<file path="src/rtl/rxr_pkg.sv">
package rxr_pkg;

    // Descriptor word offsets (word addresses relative to the descriptor)
    localparam int DESC_WORDS = 4;
    localparam int OFS_STATUS = 0;
    localparam int OFS_CTRL   = 1;
    localparam int OFS_BUF    = 2;

    // Bit positions the host software decodes
    localparam int OWN_BIT    = 31;
    localparam int EOR_BIT    = 25;
    localparam int ERRSUM_BIT = 15;
    localparam int LAST_BIT   = 8;
    localparam int LEN_LSB    = 16;
    localparam int LEN_W      = 15;
    localparam int SIZE_W     = 11;
    localparam int RUN_BIT    = 1;

    typedef enum logic [3:0] {
        ST_OFF    = 4'd0,
        ST_POLL0  = 4'd1,
        ST_POLL1  = 4'd2,
        ST_POLL2  = 4'd3,
        ST_POLL3  = 4'd4,
        ST_FRAME  = 4'd5,
        ST_DROP   = 4'd6,
        ST_FLUSH  = 4'd7,
        ST_STATUS = 4'd8
    } state_e;

    function automatic logic [31:0] pack_status(input logic [LEN_W-1:0] len, input logic es);
        logic [31:0] w;
        w = '0;
        w[LEN_LSB +: LEN_W] = len;
        w[ERRSUM_BIT]       = es;
        w[LAST_BIT]         = 1'b1;
        return w;
    endfunction

endpackage

</file>
<file path="src/rtl/rxr_ring_ptr.sv">
module rxr_ring_ptr #(
    parameter int AW     = 16,
    parameter int STRIDE = 4
) (
    input  logic          clk,
    input  logic          rst_n,
    input  logic          load_i,
    input  logic          adv_i,
    input  logic          wrap_i,
    input  logic [AW-1:0] base_i,
    output logic [AW-1:0] ptr_o
);

    localparam logic [AW-1:0] STEP = AW'(STRIDE);

    logic [AW-1:0] ptr_d, ptr_q;

    always_comb begin
        ptr_d = ptr_q;
        if (load_i) begin
            ptr_d = base_i;
        end else if (adv_i) begin
            ptr_d = wrap_i ? base_i : ptr_q + STEP;
        end
    end

    always_ff @(posedge clk) begin
        if (!rst_n) ptr_q <= '0;
        else        ptr_q <= ptr_d;
    end

    assign ptr_o = ptr_q;

endmodule

</file>
<file path="src/rtl/rxr_packer.sv">
module rxr_packer #(
    parameter int IW = 16,
    parameter int SW = 11
) (
    input  logic          clk,
    input  logic          rst_n,
    input  logic          byte_en_i,
    input  logic [7:0]    byte_i,
    input  logic [IW-1:0] idx_i,
    input  logic [SW-1:0] size_i,
    input  logic          last_i,
    output logic          pend_o,
    output logic [31:0]   data_o,
    output logic [3:0]    be_o,
    output logic [IW-3:0] widx_o
);

    typedef struct packed {
        logic [31:0]   acc;
        logic [3:0]    acc_be;
        logic          pend;
        logic [31:0]   data;
        logic [3:0]    be;
        logic [IW-3:0] widx;
    } pack_t;

    pack_t d, q;

    logic [1:0]  lane;
    logic        keep;
    logic [31:0] acc_n;
    logic [3:0]  be_n;

    always_comb begin
        d     = q;
        d.pend = 1'b0;
        lane  = idx_i[1:0];
        keep  = idx_i < IW'(size_i);
        acc_n = (lane == 2'd0) ? 32'd0 : q.acc;
        be_n  = (lane == 2'd0) ? 4'd0  : q.acc_be;
        acc_n[{lane, 3'b000} +: 8] = byte_i;
        if (keep) be_n[lane] = 1'b1;
        if (byte_en_i) begin
            d.acc    = acc_n;
            d.acc_be = be_n;
            if (lane == 2'd3 || last_i) begin
                d.pend = |be_n;
                d.data = acc_n;
                d.be   = be_n;
                d.widx = idx_i[IW-1:2];
            end
        end
    end

    always_ff @(posedge clk) begin
        if (!rst_n) q <= '0;
        else        q <= d;
    end

    assign pend_o = q.pend;
    assign data_o = q.data;
    assign be_o   = q.be;
    assign widx_o = q.widx;

endmodule

</file>
<file path="src/rtl/rx_ring_engine.sv">
module rx_ring_engine
    import rxr_pkg::*;
#(
    parameter int AW = 16,
    parameter int CW = 16,
    parameter int IW = 16
) (
    input  logic          clk,
    input  logic          rst_n,
    input  logic [31:0]   op_mode,
    input  logic [AW-1:0] ring_base,
    input  logic          rx_valid,
    input  logic [7:0]    rx_data,
    input  logic          rx_sof,
    input  logic          rx_eof,
    input  logic          rx_err,
    output logic          mem_en,
    output logic          mem_we,
    output logic [AW-1:0] mem_addr,
    output logic [3:0]    mem_be,
    output logic [31:0]   mem_wdata,
    input  logic [31:0]   mem_rdata,
    output logic [CW-1:0] missed_count
);

    typedef struct packed {
        state_e          st;
        logic            tmp_own;
        logic            tmp_eor;
        logic [SIZE_W-1:0] tmp_size;
        logic            c_valid;
        logic            c_own;
        logic            c_eor;
        logic [SIZE_W-1:0] c_size;
        logic [AW-1:0]   c_buf;
        logic [IW-1:0]   cnt;
        logic            ovf;
        logic            err;
        logic [CW-1:0]   missed;
    } regs_t;

    regs_t d, q;

    logic          run;
    logic          ptr_load, ptr_adv;
    logic [AW-1:0] ptr_q;
    logic          take_byte;
    logic [IW-1:0] byte_idx;
    logic          ovf_now;
    logic          wr_pend;
    logic [31:0]   wr_data;
    logic [3:0]    wr_be;
    logic [IW-3:0] wr_widx;
    state_e        cur_st;
    logic          unused_ok;

    assign run       = op_mode[RUN_BIT];
    assign cur_st    = q.st;
    assign unused_ok = ^{op_mode, mem_rdata};

    rxr_ring_ptr #(.AW(AW), .STRIDE(DESC_WORDS)) u_ptr (
        .clk    (clk),
        .rst_n  (rst_n),
        .load_i (ptr_load),
        .adv_i  (ptr_adv),
        .wrap_i (q.c_eor),
        .base_i (ring_base),
        .ptr_o  (ptr_q)
    );

    rxr_packer #(.IW(IW), .SW(SIZE_W)) u_pack (
        .clk       (clk),
        .rst_n     (rst_n),
        .byte_en_i (take_byte),
        .byte_i    (rx_data),
        .idx_i     (byte_idx),
        .size_i    (q.c_size),
        .last_i    (rx_eof),
        .pend_o    (wr_pend),
        .data_o    (wr_data),
        .be_o      (wr_be),
        .widx_o    (wr_widx)
    );

    // Next-state computation
    always_comb begin
        d         = q;
        ptr_load  = 1'b0;
        ptr_adv   = 1'b0;
        take_byte = 1'b0;
        byte_idx  = q.cnt;
        if (q.st == ST_POLL0 || q.st == ST_POLL1 || q.st == ST_POLL2 || q.st == ST_POLL3)
            byte_idx = '0;
        ovf_now = byte_idx >= IW'(q.c_size);

        unique case (q.st)
            ST_OFF: begin
                if (run) begin
                    ptr_load  = 1'b1;
                    d.c_valid = 1'b0;
                    d.st      = ST_POLL0;
                end
            end
            ST_POLL0, ST_POLL1, ST_POLL2, ST_POLL3: begin
                if (rx_valid && rx_sof) begin
                    if (q.c_valid && q.c_own) begin
                        take_byte = 1'b1;
                        d.cnt     = IW'(1);
                        d.ovf     = ovf_now;
                        d.err     = rx_err;
                        d.st      = rx_eof ? ST_FLUSH : ST_FRAME;
                    end else begin
                        d.missed  = q.missed + CW'(1);
                        d.st      = rx_eof ? ST_POLL0 : ST_DROP;
                    end
                end else if (!run) begin
                    d.st = ST_OFF;
                end else begin
                    unique case (q.st)
                        ST_POLL0: d.st = ST_POLL1;
                        ST_POLL1: begin
                            d.tmp_own = mem_rdata[OWN_BIT];
                            d.st      = ST_POLL2;
                        end
                        ST_POLL2: begin
                            d.tmp_eor  = mem_rdata[EOR_BIT];
                            d.tmp_size = mem_rdata[SIZE_W-1:0];
                            d.st       = ST_POLL3;
                        end
                        default: begin
                            d.c_valid = 1'b1;
                            d.c_own   = q.tmp_own;
                            d.c_eor   = q.tmp_eor;
                            d.c_size  = q.tmp_size;
                            d.c_buf   = mem_rdata[AW-1:0];
                            d.st      = ST_POLL0;
                        end
                    endcase
                end
            end
            ST_FRAME: begin
                if (rx_valid) begin
                    take_byte = 1'b1;
                    d.cnt     = q.cnt + IW'(1);
                    if (ovf_now) d.ovf = 1'b1;
                    if (rx_err)  d.err = 1'b1;
                    if (rx_eof)  d.st  = ST_FLUSH;
                end
            end
            ST_DROP: begin
                if (rx_valid && rx_eof) d.st = ST_POLL0;
            end
            ST_FLUSH: d.st = ST_STATUS;
            ST_STATUS: begin
                ptr_adv   = 1'b1;
                d.c_valid = 1'b0;
                d.st      = ST_POLL0;
            end
            default: d.st = ST_OFF;
        endcase
    end

    // Memory port
    always_comb begin
        mem_en    = 1'b0;
        mem_we    = 1'b0;
        mem_addr  = ptr_q;
        mem_be    = 4'd0;
        mem_wdata = '0;
        unique case (q.st)
            ST_POLL0: begin mem_en = 1'b1; mem_addr = ptr_q + AW'(OFS_STATUS); end
            ST_POLL1: begin mem_en = 1'b1; mem_addr = ptr_q + AW'(OFS_CTRL);   end
            ST_POLL2: begin mem_en = 1'b1; mem_addr = ptr_q + AW'(OFS_BUF);    end
            ST_FRAME, ST_FLUSH: begin
                if (wr_pend) begin
                    mem_en    = 1'b1;
                    mem_we    = 1'b1;
                    mem_addr  = q.c_buf + AW'(wr_widx);
                    mem_be    = wr_be;
                    mem_wdata = wr_data;
                end
            end
            ST_STATUS: begin
                mem_en    = 1'b1;
                mem_we    = 1'b1;
                mem_addr  = ptr_q + AW'(OFS_STATUS);
                mem_be    = 4'hF;
                mem_wdata = pack_status(q.cnt[LEN_W-1:0], q.ovf | q.err);
            end
            default: ;
        endcase
    end

    always_ff @(posedge clk) begin
        if (!rst_n) q <= '0;
        else        q <= d;
    end

    assign missed_count = q.missed;

endmodule

</file>
<file path="config.mk">
export PLATFORM = sky130hd
export DESIGN_NAME = rx_ring_engine
export DESIGN_NICKNAME = d
export VERILOG_FILES = /design/src/rtl/rxr_pkg.sv /design/src/rtl/rxr_ring_ptr.sv /design/src/rtl/rxr_packer.sv /design/src/rtl/rx_ring_engine.sv
export SDC_FILE = /design/constraint.sdc
export NUM_CORES = 1
export LEC_CHECK = 0
export BUFFER_PORTS_ARGS = -buffer_cell sky130_fd_sc_hd__buf_2
export CAP_MARGIN = 5
export CORE_MARGIN = 2
export CORE_UTILIZATION = 30
export CTS_CLUSTER_SIZE = 8
export DETAILED_ROUTE_END_ITERATION = 10
export PLACE_DENSITY_LB_ADDON = 0.2
export SLEW_MARGIN = 15
export SYNTH_ARGS = -nofsm -noshare
export SYNTH_HDL_FRONTEND = slang
export SYNTH_SLANG_ARGS = --single-unit
</file>
<file path="constraint.sdc">
create_clock -name clk -period 3.1 [get_ports clk]
set_input_delay 0.31 -clock clk [delete_from_list [all_inputs] [get_ports clk]]
set_output_delay 0.31 -clock clk [all_outputs]
set_load 0.05 [all_outputs]
</file>
; ---- After elaboration in Yosys (flattened, before gate mapping)
; Index checks and enable logic that the tools add are counted.
[word_totals]
regBits = 184
out_inout_bits = 70
wordCells = 136
[classes]
add_sub_neg = 7
order_cmp = 4
eq_ne = 20
shift = 2
muxes = 49
bitwise_logic = 5
reduce_logical = 29
[ops]
columns = cell, count
row1 = $mux W16, 6
row2 = $mux W30, 3
row3 = $mux W32, 2
row4 = $pmux W32 S2, 1
row5 = $add A16 B1 Y16 const B, 3
row6 = $pmux W16 S3, 1
row7 = $mux W18, 2
row8 = $pmux W18 S2, 1
row9 = $mux W34, 1
row10 = $bwmux W32, 1
row11 = $shift A8 B7 Y32 const A, 1
row12 = $shiftx A8 B7 Y32, 1
row13 = $mux W4, 7
row14 = $pmux W4 S6, 1
row15 = $ne A2 B2 Y1 const B, 11
row16 = $reduce_and A4 Y1, 5
row17 = $add A16 B14 Y16, 1
row18 = $add A16 B2 Y16 const B, 1
row19 = $add A16 B3 Y16 const B, 1
row20 = $eq A4 B3 Y1 const B, 4
row21 = $ge A16 B11 Y1, 1
row22 = $lt A16 B11 Y1, 1
row23 = $reduce_and A5 Y1, 3
row24 = $mux W3, 4
row25 = 28 further kinds, 53

; ---- Longest topological paths before layout
[depth]
ltp_word = 12
ltp_mapped = 14
mapped_depth_nobuf = 11

; ---- Hierarchy
; From an unflattened synthesis, not the netlist that was laid out.
[unflattened]
hier_cells = 1338
area_unflattened_um2 = 10792.9
[modules_own_cells]
columns = module, n_inst, cells_per_inst, area_per_inst_um2
row1 = rx_ring_engine, 1, 744, 5534.1
row2 = rxr_packer, 1, 468, 4261.6
row3 = rxr_ring_ptr, 1, 126, 997.2

; ---- Worst setup path after synthesis
; OpenSTA, ideal clock, no wires.
[synth_timing]
path_kind = reg2out
from = register u_ptr.ptr_q[3] (netlist: u_ptr.ptr_o[3])
to = output port mem_addr[14]
arrival_ns = 3.450
t_required_ns = 2.790
path_slack_ns = -0.660
path_stages_with_launch = 8
path_buffers = 1
path_cell_list = dfxtp_1 > ha_1 > and3_1 > buf_2 > nand2_1 > nor4_1 > nand3_1 > o311ai_0
[synth_between]
elab_chain_cells = 2
[synth_lines]
columns = item, line_no
row1 = from (decl), rxr_ring_ptr.sv:16  ; logic [AW-1:0] ptr_d, ptr_q;
row2 = from (signal assigned), rxr_ring_ptr.sv:29  ; else ptr_q <= ptr_d;
row3 = $add A16 B2 Y16 / $add A16 B1 Y16 (equally long branches), "rx_ring_engine.sv:173, rx_ring_engine.sv:172"
row4 = $pmux W16 S3 *, rx_ring_engine.sv:170  ; unique case (q.st)
row5 = to (decl), rx_ring_engine.sv:19  ; output logic [AW-1:0] mem_addr,
; Mark *: on every way between the ends. The rest lies on a longest branch, timed or not.

; ---- Final worst setup path
[layout_timing]
from = register u_pack.q, in the netlist u_pack.widx_o[2]
to = output port mem_addr[10]
[layout_between]
elab_chain_cells = 3
[layout_lines]
columns = item, line_no
row1 = from (decl), rxr_packer.sv:27  ; pack_t d, q;
row2 = from (signal assigned), rxr_packer.sv:56  ; if (!rst_n) q <= '0;
row3 = from (signal assigned), rxr_packer.sv:57  ; else q <= d;
row4 = $add A16 B14 Y16, rx_ring_engine.sv:178  ; mem_addr = q.c_buf + AW'(wr_widx);
row5 = $mux W16, rx_ring_engine.sv:175  ; if (wr_pend) begin
row6 = $pmux W16 S3, rx_ring_engine.sv:170
; Every way passes these cells.

==> summary.md <==
| Metric | Value |
|---|---|
| Clock share of power | `0.350` |
| Crit-path slowest cell | `dfxtp_1` |
| RSZ-0062 raised after global routing | `true` |
| CP Max Fanout | `4` |
| CP delay by family, top | `compound AO/OA/AOI/OAI gates` |
| Die footprint | `between 0.03 and 0.04 sq mm` |
| Final hold slack | `roughly 0.12 ns` |
| Dpl cells | `between 1500 and 2000` |
| Final std cells w/o fill | `1800` |
| Leakage power | `4.57 nW` |
| Hold depth | `3` |
| CTS root buffer | `clkbuf_16` |
| Die X | `around 190 microns` |
| Fill cells | `approximately 3500` |
| Post-synth EDFFs | `0` |
| Switching power | `between 2 and 2.5 mW` |
| Period utilization | `1.00` |
| Worst-margin pin slew | `roughly 1.1 ns` |
| Pwr per Cell Area | `~570 mW/mm^2` |
| Max-cap viol count | `0` |
| Longest Clk Path Bufs | `2` |
| Maximum vdd drop | `roughly 0.52 mV` |
| Vias | `9301` |
| Minimum clock period | `approximately 3.1 ns` |
| Final WS setup | `slightly below 0.001 ns` |
| Worst slew margin | `0.248` |
| Yosys warnings | `0` |
| Worst path cell trace | `ha_4 -> nor2b_2 -> o31a_1 -> o31ai_4 -> nand2_2 -> a31oi_2 -> xor2_1 -> o221ai_1 -> buf_4` |
| Initial core utilization | `0.302` |
| Post-synthesis sequential area ratio | `0.366` |
| Post-synth top cells | `nand2_1, dfxtp_1, nor2_1` |
| Number of buffers created by CTS | `17` |
| Clk sinks | `roughly 180` |
| Input/output buffers | `~120` |
| Top-count cell post-synth | `nand2_1` |
| DRT Pass-1 Iters | `5` |
| Fmax | `between 0.3 and 0.4 GHz` |
| Routed vias/inst | `between 5 and 6` |
| Post-Synthesis Cells | `around 1200` |
| Antenna-violating nets left | `0` |
| Sequential cell area | `~0.0037 sq mm` |
| Number of distinct library cells after synthesis | `75` |
| Flop pwr share | `0.382` |
| Mapped Area | `between 0.01 and 0.015 sq mm` |
| Worst path depth | `9` |
| Final setup fails | `0` |
| Hold Crit Class | `primary input to flip-flop` |
| Critical path's largest stage delay | `0.41 ns` |
| Multi-input gate area | `~0.0059 sq mm` |
| Die height | `around 190 microns` |
| Post-route cell area | `0.0120 sq mm` |
| WP buf/inv | `1` |
| Logic pwr share | `0.267` |
| Critical path endpoint category | `output port` |
| Routed WL | `between 30 and 40 mm` |
| Largest area contributor in the netlist | `dfxtp_1` |
| FF-to-FF path depth | `11` |
| Synth area leaders | `dfxtp_1, nand2_1, ha_1` |
| Routed wire length per instance | `~18 microns` |
| Total GRT Usage | `0.183` |
| Internal power | `about 4.4 mW` |
| Arr. time, crit path | `~2.8 ns` |
| Critical Path RT | `around 2.8 ns` |
| Crit Path Category | `flip-flop to output port` |
| Layout cell share with drive strength beyond 1 | `0.193` |
| First-pass GRT wire length | `between 50 and 60 mm` |
| Switching part of the total | `0.359` |
| Hpwl dp | `approximately 23 mm` |
| Share of flip-flops with an asynchronous set or reset | `0` |
| Nets | `~1500` |
| # DRC | `0` |
| Vias in the first global route | `slightly below 9000` |
| Core footprint | `about 0.033 sq mm` |
| Post-Place Setup Slack | `-0.102 ns` |
| Clock Latency Late Sink | `~0.44 ns` |
| FF+latch count, synth | `around 180` |
| Average size of a mapped cell | `between 8 and 9 sq um` |
| Placed Area | `0.0111 sq mm` |
| GPL Wtd Cong | `approximately 0.82` |
| Gr ovfl total | `0` |
| # rows | `67` |
| Clock transition at path regs | `0.08 ns` |
| Startpoint type of the worst setup path | `flip-flop` |
| Syn_nets | `~1400` |
| Initial antenna violation count | `0` |
| Main flop type after synthesis | `dfxtp_1` |
| Final Slew Violations | `0` |
| Status | `completed` |
| P&R area growth vs syn | `18.9%` |
| Largest net degree at the start of global routing | `46` |
| Number of DRC markers in iteration 0 | `549` |
| CTS tree | `done` |
| IO Count | `approximately 160` |
| Final Hold Vio Count | `0` |
| Skew final | `roughly 0.009 ns` |
| H-tree depth | `4` |
| Top cell type's share of synthesized area | `0.366` |
-- power by group through the flow --
| stage | sequential, mW | clock, mW | combinational (mW) |
|---|---|---|---|
| 2_1_floorplan | 2.62 | 0 | 1.33 |
| 3_3_place_gp | 2.67 | 0 | 1.76 |
| 3_5_place_dp | 2.67 | 0 | 1.78 |
| 4_1_cts | 2.62 | 2.47 | 1.80 |
| 5_1_grt | 2.64 | 2.56 | 1.98 |
| 6_report | 2.62 | 2.40 | 1.83 |
-- registers in the layout (all words and copies together) (netlist names) --
register       cells
q                 61
u_pack.q          36
missed_count      16
u_pack.be_o        4
u_pack.widx_o     14
u_pack.data_o     32
u_pack.pend_o      1
cur_st             4
u_ptr.ptr_o       16
-- kinds of logic (layout without fill, tap and decap cells) --
group,after synthesis,in the layout,synth area share
compound gates,323,323,0.226
xor+xnor,35,35,0.0305
fa+ha+maj,39,39,0.0493
buf+inv,126,231,0.0569
flops,184,184,0.366
mux,11,11,0.0116
other cells,0,1,0
simple gates,527,528,0.259
-- path summary, 6_finish.rpt --
kind / slack (ns) / from / endpoint
setup reg to reg: 0.15 / cur_st[2]$_SDFFE_PN0P_ / u_pack.be_o[2]$_SDFFE_PN0P_
hold / removal: 0.12 / mem_rdata[2] / q[36]$_SDFFE_PN0P_
setup / recovery: 0.001 / u_pack.widx_o[2]$_SDFFE_PN0P_ / mem_addr[10]
hold reg to reg: 0.47 / q[75]$_SDFFE_PN0P_ / q[61]$_SDFFE_PN0P_
-- routing by layer --
metal | up-vias | wire (microns) | global-route usage
li1 | 4585 | - | -
met1 | 4434 | 15300 | 0.250
met2 | 251 | 15300 | 0.303
met3 | 31 | 1360 | 0.0293
met4 | 0 | 501 | 0.0449
met5 | - | 0 | 0
-- stage by stage --
| step | setup TNS (ns) | util | total power [mW] |
|---|---|---|---|
| 2_1_floorplan | -0.0658 | - | 3.96 |
| 3_3_place_gp | 0 | 0.334 | 4.43 |
| 3_5_place_dp | -0.523 | 0.334 | 4.45 |
| 4_1_cts | -0.152 | 0.355 | 6.89 |
| 5_1_grt | -0.278 | 0.359 | 7.19 |
| 6_report | 0 | 0.359 | 6.86 |
-- worst register-to-register path: cells and delay by family, from the launching register on --
family	cells	cell delay, ns
flops	1	0.32
simple gates	4	1.08
fa+ha+maj	1	0.19
compound gates	6	1.26
-- what timing repair did --
item / in CTS / in global routing
setup endpoints to repair: 16 / 18
pin swaps: 2 / 10
hold buffers: 0 / 0
setup buffers: 0 / 6
resized for setup: 14 / 29
gates cloned: 1 / 0
-- final cells by class --
cell class	count	area share
clock buffers	17	0.0356
flip-flops and latches	184	0.309
diodes	1	0.000209
multi-input cells	936	0.497
inverters	31	0.00973
well taps	448	0.0469
repair buffers	168	0.0840
clock inverters	15	0.0175
-- cell usage in the layout (no fill, tap or decap), drive strengths merged, types with 38 or more instances in the layout --
cell type,synthesis,final
ha,38,38
nor2,87,88
inv,31,38
a21oi,50,50
a21boi,65,65
nor2b,41,41
nand2,198,198
o21ai,74,74
dfxtp,184,184
buf,36,167
nand3,44,44
(Power assumes the default switching activity.)
